### src/rtl/uart_maddr_pkg.sv
package uart_maddr_pkg;
  localparam int DATA_W = 8;

  typedef struct packed {
    logic loadBuf;
    logic loadAddr;
    logic loadMask;
  } rxCtl_t;
endpackage

### src/rtl/uart_maddr_dp.sv
module uart_maddr_dp
  import uart_maddr_pkg::*;
#(
  parameter int W = DATA_W
) (
  input  logic         clk,
  input  logic         rstN,
  input  rxCtl_t       ctl,
  input  logic [W-1:0] cfgData,
  input  logic [W-1:0] rxByte,
  output logic         unicastHit,
  output logic         bcastHit,
  output logic [W-1:0] rxBuf
);
  logic [W-1:0] nodeAddr;
  logic [W-1:0] nodeMask;
  logic [W-1:0] bcastQual;
  logic [W-1:0] uniMiss;
  logic [W-1:0] bcMiss;

  assign bcastQual = nodeAddr | nodeMask;

  // Per-bit compare; a bit only counts where its qualifier is set.
  for (genvar i = 0; i < W; i++) begin : g_bit
    assign uniMiss[i] = nodeMask[i]  & (rxByte[i] ^ nodeAddr[i]);
    assign bcMiss[i]  = bcastQual[i] & ~rxByte[i];
  end

  assign unicastHit = ~|uniMiss;
  assign bcastHit   = ~|bcMiss;

  always_ff @(posedge clk) begin
    if (!rstN) begin
      nodeAddr <= '0;
      nodeMask <= '0;
      rxBuf    <= '0;
    end else begin
      if (ctl.loadAddr) nodeAddr <= cfgData;
      if (ctl.loadMask) nodeMask <= cfgData;
      if (ctl.loadBuf)  rxBuf    <= rxByte;
    end
  end
endmodule

### src/rtl/uart_maddr_ctl.sv
module uart_maddr_ctl
  import uart_maddr_pkg::*;
(
  input  logic       clk,
  input  logic       rstN,
  input  logic [1:0] serialMode,
  input  logic       enWr,
  input  logic       enData,
  input  logic       addrWr,
  input  logic       maskWr,
  input  logic       rxValid,
  input  logic       rxBit9,
  input  logic       flagClr,
  input  logic       unicastHit,
  input  logic       bcastHit,
  output rxCtl_t     ctl,
  output logic       rxFlag,
  output logic       filterEn
);
  logic nineBitMode;
  logic filtering;
  logic accept;

  assign nineBitMode = serialMode[1];
  assign filtering   = nineBitMode & filterEn;
  assign accept      = rxValid & (~filtering | (rxBit9 & (unicastHit | bcastHit)));

  always_comb begin
    ctl          = '0;
    ctl.loadBuf  = accept;
    ctl.loadAddr = addrWr;
    ctl.loadMask = maskWr;
  end

  always_ff @(posedge clk) begin
    if (!rstN) begin
      rxFlag   <= 1'b0;
      filterEn <= 1'b0;
    end else begin
      if (enWr) filterEn <= enData;
      // A delivered byte wins over a simultaneous clear.
      if (accept)       rxFlag <= 1'b1;
      else if (flagClr) rxFlag <= 1'b0;
    end
  end
endmodule

### src/rtl/uart_maddr_top.sv
module uart_maddr_top
  import uart_maddr_pkg::*;
(
  input  logic              clk,
  input  logic              rstN,
  input  logic [1:0]        serialMode,
  input  logic [DATA_W-1:0] cfgData,
  input  logic              addrWr,
  input  logic              maskWr,
  input  logic              enWr,
  input  logic              rxValid,
  input  logic [DATA_W-1:0] rxByte,
  input  logic              rxBit9,
  input  logic              flagClr,
  output logic              rxFlag,
  output logic [DATA_W-1:0] rxBuf,
  output logic              filterEn
);
  rxCtl_t ctl;
  logic   unicastHit;
  logic   bcastHit;

  uart_maddr_ctl ctl_i (
    .clk        (clk),
    .rstN       (rstN),
    .serialMode (serialMode),
    .enWr       (enWr),
    .enData     (cfgData[0]),
    .addrWr     (addrWr),
    .maskWr     (maskWr),
    .rxValid    (rxValid),
    .rxBit9     (rxBit9),
    .flagClr    (flagClr),
    .unicastHit (unicastHit),
    .bcastHit   (bcastHit),
    .ctl        (ctl),
    .rxFlag     (rxFlag),
    .filterEn   (filterEn)
  );

  uart_maddr_dp #(.W(DATA_W)) dp_i (
    .clk        (clk),
    .rstN       (rstN),
    .ctl        (ctl),
    .cfgData    (cfgData),
    .rxByte     (rxByte),
    .unicastHit (unicastHit),
    .bcastHit   (bcastHit),
    .rxBuf      (rxBuf)
  );
endmodule

### config.mk
export PLATFORM = sky130hd
export DESIGN_NAME = uart_maddr_top
export DESIGN_NICKNAME = d
export VERILOG_FILES = /design/src/rtl/uart_maddr_pkg.sv /design/src/rtl/uart_maddr_dp.sv /design/src/rtl/uart_maddr_ctl.sv /design/src/rtl/uart_maddr_top.sv
export SDC_FILE = /design/constraint.sdc
export NUM_CORES = 1
export LEC_CHECK = 0
export BUFFER_PORTS_ARGS = -buffer_cell sky130_fd_sc_hd__buf_4
export CAP_MARGIN = 10
export CORE_MARGIN = 2
export CORE_UTILIZATION = 45
export CTS_CLUSTER_DIAMETER = 120
export DETAILED_ROUTE_END_ITERATION = 16
export GPL_TIMING_DRIVEN = 0
export PLACE_DENSITY = 0.74
export SYNTH_ARGS = -nofsm -noshare
export SYNTH_HDL_FRONTEND = slang
export SYNTH_SLANG_ARGS = --single-unit
### constraint.sdc
create_clock -name clk -period 1.7 [get_ports clk]
set_clock_uncertainty 0.2 [all_clocks]
set_input_delay 0.17 -clock clk [delete_from_list [all_inputs] [get_ports clk]]
set_output_delay 0.17 -clock clk [all_outputs]
set_load 0.01 [all_outputs]
==> flow_summary.ini <==
[critical_path]
worst_ep_required_time_ns = 1.77
path_max_fanout = 4
max_stage_delay_ns = 0.55
slowest_stage = or4_4
cp-end-kind = flop
crit_family = simple AND/OR/NAND/NOR gates
crit_type = reg2reg
crit_buf_inv = 1
worstPathCellList = nor2_1 -> o22ai_1 -> or4_4 -> a41oi_4 -> buf_4 -> mux2i_1
start_kind = flop
cp_data_arrival_time_ns = 2.04

[yosys]
synth-xor-area-share_pct = 5.94
synthAdderAreaFrac_pct = 0
yosysTopAreaCell = dfxtp_1
synthMuxAreaShare_pct = 21.2
syn_inst = 121
yosys.area_share.simple_pct = 19.0
synthTopCellsByArea = dfxtp_1 (44%), mux2i_1 (21%), nor2b_1 (9.6%), xor2_1 (5.9%), nand2_1 (5.4%)
ys_types = 15
synth_compound_area_share_pct = 7.11
synth_seq_cells = 26
syn_nets = 147
synth_seq_area_share_pct = 44.2
postSynthAreaPerCell_um2 = 9.74
synth_top_family_by_area = multiplexers
ys.warnings.count = 0
synth_top_area_share_pct = 44.2
netlist_area_um2 = 1180

[place]
gp_congestion = 0.741
dp.cells = 183
post-place-ws_ns = -0.223
io_buffers = 32
hpwl_um = 1910

[run]
maxCapViolations = 0

[power_and_ir_drop]
p_clk_share_pct = 30.9
comb_power_share_pct = 20.8
peakVddDrop_v = 0.000631
power.switching_w = 0.000349
switching_share_pct = 24.7
p_leak_nw = 0.808
seqPwrFrac_pct = 48.2
powerDensity_nw_per_um2 = 793
p_int_w = 0.00106

[outcome]
violations = negative setup slack
outcome = complete, but fails checks

[timing]
layout_setup_ws_ns = -0.267
min_period_ns = 1.97
setup_violations = 9
relSlewSlack_pct = 57.5
hold_slack_ns = 0.134
period_share_pct = 116
drv_slew = 0
clock.fmax_mhz = 508
rsz0062_at_grt = yes
final-hold-violation-count = 0
tightest_slew_ns = 0.638

[cells_and_area]
layout-drive-gt1-share_pct = 31.9
antenna_cells = 0
syn_to_final_growth_pct = 51.0
fin_nets = 209
final_cells = 212

[clock_network]
cts_tree = built
insertion_delay_ns = 0.33
clk_pin_slew_worst_paths_ns = 0.15
cts_buffer_depth = 2
cts-htree-levels = 1
clock-sinks = 26
cts_root_buf = clkbuf_4
numCtsBuffers = 3

[grt]
grt_usage_pct = 21.8
antenna_found_initial = 0
grt_max_degree = 16
grt_pass1_vias = 1106
grt_pass1_wl_um = 4630
grt.overflow.total = 0

[detailed_routing]
vias_per_cell = 5.01
wl_met1_um = 1340
wl_met2_um = 1450
first_pass_iters = 4
ant_nets = 0
avgRoutedWirePerCell_um = 13.9
routed_wirelength_um = 2950
drc = 0
route.met3.wl_um = 102
top_layer = met4
num_vias = 1063
drt_iter0_drc = 17

[floorplan]
die_area_um2 = 3040
die_w_um = 55.2
core_um2 = 2480
num_rows = 18
initial_core_util_pct = 47.6
fp.dieH_um = 55.2
ios = 36

[worst_hold_path]
hp-class = in2reg
[layer usage]
layer / global-route usage [%] / vias to the layer above
met3: 3.76 / 7
met1: 24.2 / 495
met5: 0 / -
met4: 9.35 / 0
met2: 40.5 / 29
li1: - / 532
[per-stage QoR]
stage / power [W] / setup TNS [ns] / utilization [%] / cell area [µm²]
after global placement: 0.000918 / -1.46 / 58.8 / 1460
after floorplan: 0.000820 / -0.477 / - / 1180
final: 0.00141 / -2.13 / 71.8 / 1780
after detailed placement: 0.000925 / -1.79 / 58.8 / 1460
after CTS: 0.00138 / -2.09 / 68.6 / 1700
after global routing: 0.00147 / -2.67 / 71.8 / 1780
[registers in the layout (all words and copies together) (netlist names)]
signal,cells
dp_i.nodeAddr,8
dp_i.nodeMask,8
dp_i.rxBuf,8
ctl_i.filterEn,1
ctl_i.rxFlag,1
[Yosys cell counts, drive strengths merged]
cell type and n:
a22oi 4, a41oi 1, buf 1, clkbuf 5, dfxtp 26, mux2i 25
nand2 17, nand4 1, nor2 8, nor2b 18, o21a 1, o21ai 1
o22ai 4, or4 1, xor2 8
[logic make-up (layout without fill, tap and decap cells)]
logic type	count (synthesis)	after routing
buffers and inverters	6	67
and+or+nand+nor	45	45
muxes	25	25
xor gates and xnor gates	8	8
DFF	26	26
AOI/OAI and AO/OA	11	11
[layout make-up]
cell class	count	area, µm²
multi-input cells	89	647
fillers	182	698
clock inverters	1	30.0
clock buffers	3	22.5
flip-flops and latches	26	534
plain buffers	6	30.0
well taps	30	37.5
repair buffers	57	478
[what timing repair did]
action | CTS | global route
hold endpoints to repair | 26 | 1
gates cloned | 0 | 1
setup endpoints to repair | 9 | 9
pin swaps | 0 | 6
hold buffers | 19 | 1
gates resized for setup | 1 | 16
buffers inserted | 0 | 4
[power groups by stage]
stage               Sequential [W]  Clock, W  Combinational [W]
detailed placement        0.000690         0           0.000235
floorplan                 0.000692         0           0.000127
global route              0.000686  0.000460           0.000320
CTS                       0.000677  0.000437           0.000271
finish                    0.000680  0.000436           0.000294
global placement          0.000688         0           0.000230
[tightest hold or removal path: stages]
cell	delay, ns
buf_4	0.10
a41oi_4	0.11
buf_6	0.14
mux2i_1	0.11
[cell usage in the layout (no fill, tap or decap), types with 3 or more instances in the layout]
master and instances:
a22oi_1 4, buf_4 37, clkbuf_1 5, clkbuf_4 3, dfxtp_1 15, dfxtp_2 11
dlygate4sd3_1 20, mux2i_1 25, nand2_1 17, nor2_1 5, nor2_2 3, nor2b_1 18
o22ai_1 4, xor2_1 8
[final timing paths]
kind / start / to / cells after the start / slack (ns)
hold / removal: serialMode[1] / dp_i.rxBuf[1] / 4 / 0.13
setup / recovery: dp_i.nodeMask[0] / dp_i.rxBuf[6] / 6 / -0.27
hold reg to reg: dp_i.rxBuf[0] / dp_i.rxBuf[0] / 2 / 0.27
setup reg to reg: dp_i.nodeMask[0] / dp_i.rxBuf[6] / 6 / -0.27
Power figures use the tool's default switching activity.
